**src/rtl/uart_mv_rx_pkg.sv**
```systemverilog
// Shared types and helpers for the majority-vote serial receiver.
// Assumes: nothing beyond standard SystemVerilog.
package uart_mv_rx_pkg;

    typedef enum logic {
        RX_IDLE = 1'b0,
        RX_BUSY = 1'b1
    } rx_state_e;

    // Two-of-three majority.
    function automatic logic majority3(input logic a, input logic b, input logic c);
        return (a & b) | (a & c) | (b & c);
    endfunction

endpackage

```
**src/rtl/uart_mv_rx_sync.sv**
```systemverilog
// Multi-flop synchroniser for the asynchronous serial line.
// Assumes STAGES >= 2. Resets to the idle (high) level.
module uart_mv_rx_sync #(
    parameter int STAGES = 2
) (
    input  logic clk,
    input  logic rst_n,
    input  logic din,
    output logic dout
);

    logic [STAGES-1:0] chain;

    // Shift the raw line through the flop chain.
    always_ff @(posedge clk) begin
        if (!rst_n) chain <= '1;
        else        chain <= {chain[STAGES-2:0], din};
    end

    assign dout = chain[STAGES-1];

endmodule

```
**src/rtl/uart_mv_rx_vote.sv**
```systemverilog
// Captures the line at the first two vote sub-slots of a bit slot, and votes them
// with the live line at the third sub-slot.
// Assumes the vote is read only at sub-slot FIRST_SUB+2 on a tick.
module uart_mv_rx_vote #(
    parameter int SUB_W     = 4,
    parameter int FIRST_SUB = 7
) (
    input  logic             clk,
    input  logic             rst_n,
    input  logic             tick,
    input  logic             line,
    input  logic [SUB_W-1:0] sub,
    output logic             vote
);
    import uart_mv_rx_pkg::*;

    logic [1:0] samp;

    for (genvar g = 0; g < 2; g++) begin : g_cap
        // Hold the line value seen at vote sub-slot FIRST_SUB+g.
        always_ff @(posedge clk) begin
            if (!rst_n)
                samp[g] <= 1'b1;
            else if (tick && sub == SUB_W'(FIRST_SUB + g))
                samp[g] <= line;
        end
    end

    assign vote = majority3(samp[0], samp[1], line);

    // captured samples only move on tick cycles.
    a_r1_samples_hold: assert property (@(posedge clk) disable iff (!rst_n)
        !tick |=> $stable(samp));

endmodule

```
**src/rtl/uart_mv_rx_ctrl.sv**
```systemverilog
// Frame timing for the receiver. It tracks sub-slot and slot counters, detects the
// start edge, aborts on a noisy start bit, and re-arms right after the stop decision.
// Assumes the line is already synchronised and the tick is a one-cycle pulse.
module uart_mv_rx_ctrl #(
    parameter int OSR       = 16,
    parameter int DATA_BITS = 8,
    parameter int SUB_W     = $clog2(OSR),
    parameter int SLOT_W    = $clog2(DATA_BITS + 2)
) (
    input  logic              clk,
    input  logic              rst_n,
    input  logic              tick,
    input  logic              line,
    input  logic              vote,
    output logic [SUB_W-1:0]  sub,
    output logic [SLOT_W-1:0] slot,
    output logic              decide
);
    import uart_mv_rx_pkg::*;

    localparam int DECIDE_SUB = OSR / 2 + 1;
    localparam int STOP_SLOT  = DATA_BITS + 1;

    rx_state_e state;
    logic      prev_line;

    assign decide = tick && (state == RX_BUSY) && (sub == SUB_W'(DECIDE_SUB));

    // Remember the line at each tick, for edge detection.
    always_ff @(posedge clk) begin
        if (!rst_n)    prev_line <= 1'b1;
        else if (tick) prev_line <= line;
    end

    // Sequence the idle/busy state and the sub-slot and slot counters.
    always_ff @(posedge clk) begin
        if (!rst_n) begin
            state <= RX_IDLE;
            sub   <= '0;
            slot  <= '0;
        end else if (tick) begin
            unique case (state)
                RX_IDLE: begin
                    if (prev_line && !line) begin
                        state <= RX_BUSY;
                        sub   <= SUB_W'(1);
                        slot  <= '0;
                    end
                end
                RX_BUSY: begin
                    if (sub == SUB_W'(DECIDE_SUB) &&
                        (slot == SLOT_W'(STOP_SLOT) || (slot == '0 && vote))) begin
                        state <= RX_IDLE;
                        sub   <= '0;
                        slot  <= '0;
                    end else if (sub == SUB_W'(OSR - 1)) begin
                        sub  <= '0;
                        slot <= slot + SLOT_W'(1);
                    end else begin
                        sub <= sub + SUB_W'(1);
                    end
                end
                default: state <= RX_IDLE;
            endcase
        end
    end

    // an idle receiver seeing a high line at a tick stays idle.
    a_r2_high_stays_idle: assert property (@(posedge clk) disable iff (!rst_n)
        (state == RX_IDLE && tick && line) |=> state == RX_IDLE);

    // the stop decision leaves the receiver armed in the next cycle.
    a_r6_rearm_at_stop: assert property (@(posedge clk) disable iff (!rst_n)
        (decide && slot == SLOT_W'(STOP_SLOT)) |=> state == RX_IDLE);

    // a start bit voted high aborts the frame.
    a_r8_glitch_abort: assert property (@(posedge clk) disable iff (!rst_n)
        (decide && slot == '0 && vote) |=> state == RX_IDLE);

endmodule

```
**src/rtl/uart_mv_rx.sv**
```systemverilog
// Top of the majority-vote serial receiver: 1 start, DATA_BITS data (LSB first),
// no parity, 1 stop. It reports each character at the middle of the stop slot.
// Assumes sample_tick is a one-cycle pulse at OSR times the bit rate.
module uart_mv_rx #(
    parameter int OSR         = 16,
    parameter int DATA_BITS   = 8,
    parameter int SYNC_STAGES = 2
) (
    input  logic                 clk,
    input  logic                 rst_n,
    input  logic                 sample_tick,
    input  logic                 rxd,
    output logic [DATA_BITS-1:0] rx_data,
    output logic                 rx_valid,
    output logic                 rx_frame_err
);

    localparam int SUB_W     = $clog2(OSR);
    localparam int SLOT_W    = $clog2(DATA_BITS + 2);
    localparam int STOP_SLOT = DATA_BITS + 1;
    localparam int FIRST_SUB = OSR / 2 - 1;

    logic                 line;
    logic                 vote;
    logic                 decide;
    logic [SUB_W-1:0]     sub;
    logic [SLOT_W-1:0]    slot;
    logic [DATA_BITS-1:0] shreg;

    uart_mv_rx_sync #(.STAGES(SYNC_STAGES)) u_sync (
        .clk  (clk),
        .rst_n(rst_n),
        .din  (rxd),
        .dout (line)
    );

    uart_mv_rx_vote #(.SUB_W(SUB_W), .FIRST_SUB(FIRST_SUB)) u_vote (
        .clk  (clk),
        .rst_n(rst_n),
        .tick (sample_tick),
        .line (line),
        .sub  (sub),
        .vote (vote)
    );

    uart_mv_rx_ctrl #(.OSR(OSR), .DATA_BITS(DATA_BITS), .SUB_W(SUB_W), .SLOT_W(SLOT_W)) u_ctrl (
        .clk   (clk),
        .rst_n (rst_n),
        .tick  (sample_tick),
        .line  (line),
        .vote  (vote),
        .sub   (sub),
        .slot  (slot),
        .decide(decide)
    );

    // Shift each voted data bit in from the top, so the first bit ends at bit 0.
    always_ff @(posedge clk) begin
        if (!rst_n)
            shreg <= '0;
        else if (decide && slot != '0 && slot != SLOT_W'(STOP_SLOT))
            shreg <= {vote, shreg[DATA_BITS-1:1]};
    end

    // Publish the character, strobe and framing flag at the stop decision.
    always_ff @(posedge clk) begin
        if (!rst_n) begin
            rx_data      <= '0;
            rx_valid     <= 1'b0;
            rx_frame_err <= 1'b0;
        end else if (decide && slot == SLOT_W'(STOP_SLOT)) begin
            rx_data      <= shreg;
            rx_valid     <= 1'b1;
            rx_frame_err <= !vote;
        end else begin
            rx_valid     <= 1'b0;
            rx_frame_err <= 1'b0;
        end
    end

    // the strobe lasts a single cycle.
    a_r5_valid_single: assert property (@(posedge clk) disable iff (!rst_n)
        rx_valid |=> !rx_valid);

    // the data output only changes along with a strobe.
    a_r5_data_hold: assert property (@(posedge clk) disable iff (!rst_n)
        !rx_valid |=> (rx_valid || $stable(rx_data)));

    // the framing flag never appears without the strobe.
    a_r7_err_with_valid: assert property (@(posedge clk) disable iff (!rst_n)
        rx_frame_err |-> rx_valid);

endmodule

```
**config.mk**
```make
export PLATFORM = sky130hd
export DESIGN_NAME = uart_mv_rx
export DESIGN_NICKNAME = d
export VERILOG_FILES = /design/src/rtl/uart_mv_rx_pkg.sv /design/src/rtl/uart_mv_rx_sync.sv /design/src/rtl/uart_mv_rx_vote.sv /design/src/rtl/uart_mv_rx_ctrl.sv /design/src/rtl/uart_mv_rx.sv
export SDC_FILE = /design/constraint.sdc
export NUM_CORES = 1
export LEC_CHECK = 0
export ABC_AREA = 1
export BUFFER_PORTS_ARGS = -buffer_cell sky130_fd_sc_hd__clkbuf_2
export CORE_ASPECT_RATIO = 0.5
export CORE_MARGIN = 5
export CORE_UTILIZATION = 34
export CTS_BUF_LIST = sky130_fd_sc_hd__clkbuf_8
export DETAILED_ROUTE_END_ITERATION = 8
export HOLD_SLACK_MARGIN = 0.05
export PLACE_DENSITY = 0.48
export SYNTH_ARGS = -nofsm -noshare
export SYNTH_HDL_FRONTEND = slang
export SYNTH_SLANG_ARGS = --single-unit
```
**constraint.sdc**
```tcl
create_clock -name clk -period 1.5 [get_ports clk]
set_input_delay 0.15 -clock clk [delete_from_list [all_inputs] [get_ports clk]]
set_output_delay 0.15 -clock clk [all_outputs]
set_load 0.02 [all_outputs]
```
==> PnR_summary.wiki <==
{| class="wikitable"
! Metric !! Value
|-
| Run status || finished clean
|-
| Post-route worst hold slack || 230.5 ps
|-
| Combined global-route utilization of all metal layers || 0.1187
|-
| Worst path cell trace || inv_2, ha_4, and3_4, nand3_4, nor2_4, buf_6, o21ai_0, nor2_1
|-
| Setup crit end kind || flip-flop
|-
| Root buffer cell || clkbuf_8
|-
| Post-synthesis sequential area ratio || 0.4350
|-
| Min-Delay Path Class || in2reg
|-
| I/O Pins || 14
|-
| Maximum clock frequency || 0.6914 GHz
|-
| Period utilization || 0.9642
|-
| Worst Clk Skew || 11.07 ps
|-
| Share of synthesized registers carrying an async set or reset || 0
|-
| Count of different cell masters after synthesis || 26
|-
| Share of layout cells above drive strength 1 || 0.3009
|-
| Post-detailed-placement half-perimeter wirelength || 2.227 mm
|-
| Vias in the first global route || 1181
|-
| H-tree levels || 2
|-
| Max Cap Viol || 0
|-
| Routability congestion estimate || 0.7664
|-
| CP arrival || 1670 ps
|-
| Number of synthesized flops with an enable pin || 0
|-
| Required time at the endpoint of the critical path || 1720 ps
|-
| Critical path class || reg2reg
|-
| Mean post-synth cell area || 7.875 sq um
|-
| Core outline area || 4044 sq um
|-
| Synth Cell Area || 1473 sq um
|-
| Maximum number of pins on one net before global-route repair || 25
|-
| Number of antenna violations at the first check in global routing || 0
|-
| Number of warnings printed during yosys synthesis || 0
|-
| Worst voltage drop across the vdd grid || 0.3669 mV
|-
| Detailed Route WL || 3.095 mm
|-
| Pwr Total || 1802 uW
|-
| Worst-margin pin slew || 262.7 ps
|-
| Die X || 103.1 um
|-
| Insertion delay of the later-clocked pin in the worst-skew pair || 280 ps
|-
| Cell type of the slowest stage on the worst timing path || dfxtp_2
|-
| Seq cells post-synth || 32
|-
| Vias || 1236
|-
| Time the final worst path needs with I/O delays and setup || 1446 ps
|-
| Net Count, Synth || 197
|-
| Top cells by instance count after synthesis || 42 x nor2_1, 32 x dfxtp_1, 22 x o21ai_0
|-
| Routed vias/inst || 4.578
|-
| First drt pass iteration count || 4
|-
| Clock sink count || 32
|-
| Cells after DPL || 258
|-
| Worst path top cell family by delay || simple AND/OR/NAND/NOR gates
|-
| Grt ovf || 0
|-
| Predominant post-synthesis flop cell || dfxtp_1
|-
| Clock Pin Slew Worst Setup and Hold Paths || 70 ps
|-
| Number of buffers between clock root and the deepest sink || 2
|-
| Final TNS setup || 0 ps
|-
| Fill cell instance count of the final layout || 411
|-
| Starting density of the core || 0.3642
|-
| TritonCTS Buffers || 5
|-
| Relative slew margins || 0.8246
|-
| Number of instances in the synthesized netlist || 187
|-
| Largest stage delay, worst path || 340 ps
|-
| Number of standard cells in the layout, taps in and fillers out || 270
|-
| Initial detailed-routing violation count || 45
|-
| Area growth from synthesis to layout || 26.59%
|-
| Fraction of synthesized cell area taken by the top area cell type || 0.4350
|-
| Antenna diodes || 0
|-
| Number of buffers inserted by port buffering || 13
|-
| Final count of hold timing violations || 0
|-
| Power density normalized to cell area || 966.5 nW/um^2
|-
| Pre-CTS setup slack || 28.27 ps
|-
| Setup repair after global routing missed its margin || yes
|-
| # DRC || 0
|-
| Wire length per cell after detailed routing || 11.46 um
|-
| Most area-hungry cell type in the Yosys netlist || dfxtp_1
|-
| PnR worst setup slack || 53.75 ps
|-
| Setup-failing EPs final || 0
|-
| Layout Nets || 225
|-
| Num rows || 16
|-
| Library cell with the highest instance count after synthesis || nor2_1
|-
| Largest cells by area after synthesis || dfxtp_1 44%, nor2_1 11%, o21ai_0 7.5%
|-
| Die Outline Area || 5827 sq um
|-
| Remaining number of nets flagged by the antenna check after routing || 0
|-
| Die Ht || 56.54 um
|-
| Worst path buffer plus inverter count || 2
|-
| Lkg Pwr || 0.0008549 uW
|-
| CTS tree || built
|-
| Global-route wire length before repair || 5.437 mm
|-
| Number of max-slew violations in the final report || 0
|-
| Critical Path Fanout Max || 6
|-
| CP Launch Type || flip-flop
|}
==> flip-flops by register name (all words and copies together), names as in the netlist <==
name / cells
shreg: 8
u_sync.chain: 2
u_ctrl.slot: 4
u_vote.samp: 2
rx_data: 8
u_ctrl.sub: 4
u_ctrl.state: 1
rx_valid: 1
rx_frame_err: 1
u_ctrl.prev_line: 1
==> repair_timing <==
| item | 4_1_cts | 5_1_grt |
|---|---|---|
| setup buffers | 0 | 3 |
| hold endpoints to repair | 1 | 0 |
| hold buffers | 1 | 0 |
| setup endpoints to repair | 0 | 23 |
| resized for setup | 0 | 24 |
==> cells in the final DEF (no fill, tap or decap), drive strengths merged <==
cell | synthesis | routed
xor2 | 1 | 1
nor2 | 46 | 46
nor3 | 2 | 2
clkinv | 0 | 1
and3 | 2 | 2
dlygate4sd3 | 0 | 1
buf | 2 | 11
nand3 | 15 | 15
inv | 21 | 22
nand2 | 22 | 22
a21oi | 8 | 8
nand4 | 2 | 2
or2 | 2 | 2
bufinv | 0 | 1
o31ai | 1 | 1
ha | 6 | 6
o21ai | 23 | 23
clkbuf | 2 | 18
dfxtp | 32 | 32
==> cell families (layout without fill, tap and decap cells) <==
logic type / after synthesis / after routing / share of synthesized area
simple gates: 91 / 91 / 0.3280
compound gates: 32 / 32 / 0.1105
flops: 32 / 32 / 0.4350
buf+inv: 25 / 54 / 0.06967
fa+ha+maj: 6 / 6 / 0.05098
xor+xnor: 1 / 1 / 0.005948
==> power by group <==
part	internal [uW]	leakage [uW]	switching (uW)
registers	861	0.000261	12.7
clock network	486	0.0000593	320
logic	49.2	0.000535	72.3
==> metrics by stage <==
stage          utilization  instance area, sq um
3_5_place_dp        0.4090                  1654
6_report            0.4610                  1864
4_1_cts             0.4381                  1772
5_1_grt             0.4610                  1864
2_1_floorplan            -                  1473
3_3_place_gp        0.4090                  1654
==> area by class of cell <==
type / count / area, sq um / area share
Sequential cell: 32 / 646.9 / 0.3470
Multi-Input combinational cell: 130 / 779.5 / 0.4181
Clock inverter: 3 / 38.79 / 0.02081
Clock buffer: 5 / 68.82 / 0.03691
Timing Repair Buffer: 25 / 181.4 / 0.09732
Tap cell: 54 / 67.56 / 0.03624
Inverter: 21 / 81.33 / 0.04362
==> worst paths after layout <==
check	end	slack (ps)	depth (start not counted)	from
worst max-delay path	rx_data[6]	50	8	u_ctrl.sub[1]
worst min register to register	u_sync.chain[1]	420	1	u_sync.chain[0]
worst max register to register	rx_data[6]	50	8	u_ctrl.sub[1]
worst min-delay path	u_ctrl.prev_line	230	2	sample_tick
==> metal layers <==
metal,GRT usage,part of all wire,vias up
li1,-,-,661
met1,0.1652,0.54,548
met2,0.1696,0.41,22
met3,0.04450,0.041,5
met4,0.03321,0.0090,0
met5,0,0,-
Power figures use the tool's default switching activity.
